**config.mk**
```make
export PLATFORM = sky130hd
export DESIGN_NAME = ring_train_detect
export DESIGN_NICKNAME = d
export VERILOG_FILES = /design/src/rtl/ring_det_pkg.sv /design/src/rtl/ring_edge_sync.sv /design/src/rtl/ring_slot_timer.sv /design/src/rtl/ring_slot_tracker.sv /design/src/rtl/ring_train_detect.sv
export SDC_FILE = /design/constraint.sdc
export NUM_CORES = 1
export LEC_CHECK = 0
export BUFFER_PORTS_ARGS = -buffer_cell sky130_fd_sc_hd__buf_2
export CORE_ASPECT_RATIO = 0.6
export CORE_MARGIN = 4
export CORE_UTILIZATION = 64
export CTS_CLUSTER_DIAMETER = 80
export DETAILED_ROUTE_END_ITERATION = 10
export MAX_ROUTING_LAYER = met4
export PLACE_DENSITY_LB_ADDON = 0.3
export SKIP_LAST_GASP = 1
export SYNTH_ARGS = -nofsm -noshare
export SYNTH_HDL_FRONTEND = slang
export SYNTH_SLANG_ARGS = --single-unit
export TNS_END_PERCENT = 100
```
**constraint.sdc**
```tcl
create_clock -name clk -period 3 [get_ports clk]
set_input_delay 0.3 -clock clk [delete_from_list [all_inputs] [get_ports clk]]
set_output_delay 0.3 -clock clk [all_outputs]
set_load 0.005 [all_outputs]
```
**src/rtl/ring_det_pkg.sv**
```systemverilog
package ring_det_pkg;

  // Tracker phase: waiting for a quiet slot, or counting busy slots after one
  typedef enum logic [0:0] {
    TRK_WAIT_QUIET = 1'b0,
    TRK_COUNTING   = 1'b1
  } trk_phase_e;

endpackage

```
**src/rtl/ring_edge_sync.sv**
```systemverilog
module ring_edge_sync #(
  parameter int STAGES = 2
) (
  input  logic clk,
  input  logic rst,
  input  logic ring_i,
  output logic fall_o
);

  logic [STAGES-1:0] chain_q;
  logic              last_q;

  always_ff @(posedge clk) begin
    if (rst) chain_q[0] <= 1'b0;
    else     chain_q[0] <= ring_i;
  end

  for (genvar i = 1; i < STAGES; i++) begin : g_stage
    always_ff @(posedge clk) begin
      if (rst) chain_q[i] <= 1'b0;
      else     chain_q[i] <= chain_q[i-1];
    end
  end

  always_ff @(posedge clk) begin
    if (rst) last_q <= 1'b0;
    else     last_q <= chain_q[STAGES-1];
  end

  // Reset to 0 so that an idle-high line at release gives no spurious fall
  assign fall_o = last_q & ~chain_q[STAGES-1];

endmodule

```
**src/rtl/ring_slot_timer.sv**
```systemverilog
module ring_slot_timer #(
  parameter int SLOT_CYCLES = 15_625_000
) (
  input  logic clk,
  input  logic rst,
  output logic slot_end_o
);

  localparam int CNT_W = (SLOT_CYCLES > 2) ? $clog2(SLOT_CYCLES) : 1;
  localparam logic [CNT_W-1:0] LAST = CNT_W'(SLOT_CYCLES - 1);

  logic [CNT_W-1:0] cnt_q;

  always_ff @(posedge clk) begin
    if (rst)                cnt_q <= '0;
    else if (cnt_q == LAST) cnt_q <= '0;
    else                    cnt_q <= cnt_q + 1'b1;
  end

  assign slot_end_o = (cnt_q == LAST);

endmodule

```
**src/rtl/ring_slot_tracker.sv**
```systemverilog
module ring_slot_tracker
  import ring_det_pkg::*;
#(
  parameter int RUN_SLOTS = 3
) (
  input  logic clk,
  input  logic rst,
  input  logic fall_i,
  input  logic slot_end_i,
  output logic det_o
);

  localparam int RUN_W = $clog2(RUN_SLOTS + 1);
  localparam logic [RUN_W-1:0] RUN_LAST = RUN_W'(RUN_SLOTS - 1);

  trk_phase_e       phase_q;
  logic [RUN_W-1:0] run_q;
  logic             hit_q;
  logic             slot_busy;

  // An edge in the slot's final cycle still belongs to that slot
  assign slot_busy = hit_q | fall_i;

  always_ff @(posedge clk) begin
    if (rst) begin
      hit_q   <= 1'b0;
      phase_q <= TRK_WAIT_QUIET;
      run_q   <= '0;
    end else if (slot_end_i) begin
      hit_q <= 1'b0;
      if (!slot_busy) begin
        phase_q <= TRK_COUNTING;
        run_q   <= '0;
      end else if (phase_q == TRK_COUNTING) begin
        if (run_q == RUN_LAST) begin
          phase_q <= TRK_WAIT_QUIET;
          run_q   <= '0;
        end else begin
          run_q <= run_q + 1'b1;
        end
      end
    end else if (fall_i) begin
      hit_q <= 1'b1;
    end
  end

  assign det_o = slot_end_i & slot_busy & (phase_q == TRK_COUNTING) & (run_q == RUN_LAST);

endmodule

```
**src/rtl/ring_train_detect.sv**
```systemverilog
module ring_train_detect #(
  parameter int SLOT_CYCLES = 15_625_000,
  parameter int RUN_SLOTS   = 3,
  parameter int SYNC_STAGES = 2
) (
  input  logic clk,
  input  logic rst,
  input  logic ring_i,
  input  logic clr_i,
  output logic det_pulse_o,
  output logic det_status_o
);

  logic fall;
  logic slot_end;
  logic det;

  ring_edge_sync #(.STAGES(SYNC_STAGES)) u_sync (
    .clk    (clk),
    .rst    (rst),
    .ring_i (ring_i),
    .fall_o (fall)
  );

  ring_slot_timer #(.SLOT_CYCLES(SLOT_CYCLES)) u_timer (
    .clk        (clk),
    .rst        (rst),
    .slot_end_o (slot_end)
  );

  ring_slot_tracker #(.RUN_SLOTS(RUN_SLOTS)) u_track (
    .clk        (clk),
    .rst        (rst),
    .fall_i     (fall),
    .slot_end_i (slot_end),
    .det_o      (det)
  );

  always_ff @(posedge clk) begin
    if (rst) begin
      det_pulse_o  <= 1'b0;
      det_status_o <= 1'b0;
    end else begin
      det_pulse_o <= det;
      if (det)        det_status_o <= 1'b1;
      else if (clr_i) det_status_o <= 1'b0;
    end
  end

endmodule

```
==> summary.md <==
| Metric | Value |
|---|---|
| Status | `finished clean` |
| Worst vdd ir | `0.319 mV` |
| Drc violations | `0` |
| Number of cells on the worst reg-to-reg path | `5` |
| Sum Neg Setup Slack | `0 ns` |
| Startpoint types | `flop` |
| Routed Antenna Nets | `0` |
| Starting Density | `69.6%` |
| Via density | `6.15` |
| Post-synthesis sequential area ratio | `42.6%` |
| Min Clock Period, post-route | `2.04 ns` |
| Hold-critical path depth | `2` |
| Clock tree from TritonCTS | `done` |
| Peak Freq | `490 MHz` |
| Leakage | `0.553 nW` |
| Fin. max-slew vios | `0` |
| Power Density | `481 mW/mm^2` |
| Critical Path RT | `3.17 ns` |
| CP Max Fanout | `15` |
| WHS Endpoint | `u_sync.chain_q[0]` |
| Nets | `180` |
| Flops & latches, synth | `33` |
| Die Y | `46.1 um` |
| Final setup violation count | `0` |
| Cell Area, Synth | `0.00155 sq mm` |
| Layout Skew | `0.00940 ns` |
| IO buf count | `5` |
| Min-delay src | `ring_i` |
| Max-cap violations | `0` |
| Core area | `0.00223 sq mm` |
| Insertion delay of the later-clocked pin in the worst-skew pair | `0.29 ns` |
| Cts hold-fix bufs | `0` |
| Number of diodes | `0` |
| Vias in the first global route | `1,173` |
| GP Congestion | `0.959` |
| Setup slack, reg-to-reg | `0.96 ns` |
| Largest net degree at the start of global routing | `17` |
| Syn Nets | `174` |
| Syn Area/Cell | `9.18 sq um` |
| CTS Buffer Depth | `2` |
| Ports | `6` |
| Clock Tree Root | `clkbuf_8` |
| Detailed Route Iter0 Violations | `73` |
| Delay-heaviest family, CP | `simple AND/OR/NAND/NOR gates` |
| CP bufs+invs | `1` |
| Critical path arrival | `2.22 ns` |
| Tcrit/Tclk final | `68.0%` |
| DRT Pass-1 Iters | `4` |
| RSZ-0062 raised after global routing | `false` |
| Final core utilization | `73.7%` |
| Critical-path top delay cell | `o21bai_1` |
| Measured slew at the worst slew-check pin | `0.559 ns` |
| Num CTS Buffers | `5` |
| CP Capture Type | `flop` |
| Die area | `0.00330 sq mm` |
| CTS sink count | `33` |
| R2r endpoint | `u_timer.cnt_q[9]` |
| First-pass GRT wire length | `5240 um` |
| H-tree depth | `2` |
| R2r startpoint | `u_timer.cnt_q[16]` |
| Most frequent cells in the layout | `dfxtp_1 (33), nor2_1 (17), xor2_1 (11), nand4_1 (10)` |
| Vias post-DR | `1,266` |
| Reg clk slew, reported paths | `0.07 ns` |
| Share of cells above drive strength 1 | `15.3%` |
| Hpwl dp | `2200 um` |
| Global-route usage over all layers | `22.1%` |
| Post-CTS sizing | `0` |
| Routed wire length | `3100 um` |
| Postcts setup bufs | `0` |
| Avg WL per Cell | `15.1 um` |
| Cell count after synthesis | `169` |
| FP Rows | `13` |
| Hold crit path type | `in2reg` |
| Cell variety after synth | `40` |
| Initial antenna violation count | `0` |
| Critical path type | `reg2reg` |
| Die X | `71.6 um` |
| Overflow after GRT | `0` |
| Most common cell after layout, fill and taps aside | `dfxtp_1` |
| Final hold vios | `0` |
| Synth-to-Final Area Change | `5.89%` |
| Worst stage delay on the critical path | `0.50 ns` |
| Slew HR | `62.7%` |
| Total number of yosys warnings | `0` |
| Crit-path cells | `nor4b_1 -> nand4_1 -> o21bai_1 -> buf_4 -> nor2_1` |
-- worst register-to-register path: cells and delay by family, from the launching register on --
family	cells	cell delay (ns)
DFF	1	0.37
AOI/OAI and AO/OA	1	0.50
buffers and inverters	1	0.31
and+or+nand+nor	3	0.75
-- report_power, final --
group          total (W)  internal (W)  switching, W
logic          0.0000225    0.00000945     0.0000131
registers       0.000447      0.000444    0.00000389
clock network   0.000320      0.000160      0.000159
-- cells in the mapped netlist, drive strengths merged --
cell	number	area share [%]
o31ai	4	1.9
nor4	3	1.6
nor2b	6	2.4
nand2b	5	2.0
and2	3	1.4
a211oi	1	0.48
and3	2	0.81
xnor2	2	1.1
nor3	1	0.32
xor2	11	6.2
a21oi	8	2.8
nor2	17	4.1
clkbuf	1	0.24
or4	5	2.7
nand2	9	2.3
o21ai	6	1.9
buf	6	3.7
nor4b	1	0.56
o21bai	1	0.48
and4	7	4.0
or3	5	2.1
ha	1	0.81
and4bb	1	0.81
o32ai	2	1.1
or2	4	1.6
mux2i	2	1.3
nand4	10	4.0
dfxtp	33	43
nand3	9	3.7
inv	3	0.73
-- metrics by stage --
step	cells	hold WS (ns)	setup slack (ns)	power, W	area (sq um)
2_1_floorplan	169	0.414	1.43	0.000473	1550
3_3_place_gp	198	0.428	1.13	0.000478	1560
3_5_place_dp	198	0.436	0.976	0.000480	1560
4_1_cts	206	0.216	0.963	0.000794	1640
5_1_grt	206	0.224	0.746	0.000819	1640
6_report	206	0.221	0.959	0.000790	1640
-- routing by layer --
metal,GRT usage (%),vias to the layer above,part of all wire [%]
met2,31.9,52,43
met1,27.1,580,48
li1,-,622,-
met5,-,-,0
met3,6.75,12,6.6
met4,13.9,0,2.4
-- final cells by class --
cell class | count | area (sq um)
sequential | 33 | 661
multi-input combinational | 126 | 818
fill | 152 | 586
inverter | 3 | 11.3
clock inverter | 2 | 10.0
timing repair buffer | 6 | 32.5
clock buffer | 6 | 72.6
tap | 30 | 37.5
-- kinds of logic after synthesis --
group                    after synthesis  synth area share (%)
XOR/XNOR                              13                  7.34
buffers and inverters                 10                  4.68
flip-flops                            33                  42.6
AO/OA/AOI/OAI                         22                  8.79
AND/OR/NAND/NOR                       88                  34.5
adder cells (fa/ha/maj)                1                 0.806
multiplexers                           2                  1.29
-- flip-flops by register name (all words and copies together) (netlist names) --
signal	count
u_sync.chain_q	2
u_track.run_q	2
u_track.phase_q	1
det_status_o	1
u_timer.cnt_q	24
u_sync.last_q	1
u_track.hit_q	1
det_pulse_o	1
-- how the worst max path moves through the flow --
stage	end	depth (start not counted)	slack (ns)	from
3_3_place_gp	u_timer.cnt_q[20]	5	1.13	u_timer.cnt_q[10]
5_1_grt	u_timer.cnt_q[18]	5	0.75	u_timer.cnt_q[16]
3_5_place_dp	u_timer.cnt_q[9]	5	0.98	u_timer.cnt_q[16]
6_report	u_timer.cnt_q[9]	5	0.96	u_timer.cnt_q[16]
4_1_cts	u_timer.cnt_q[9]	5	0.96	u_timer.cnt_q[16]
2_1_floorplan	det_status_o	5	1.43	u_timer.cnt_q[0]
Note: power is estimated with default switching activity, not from simulation.
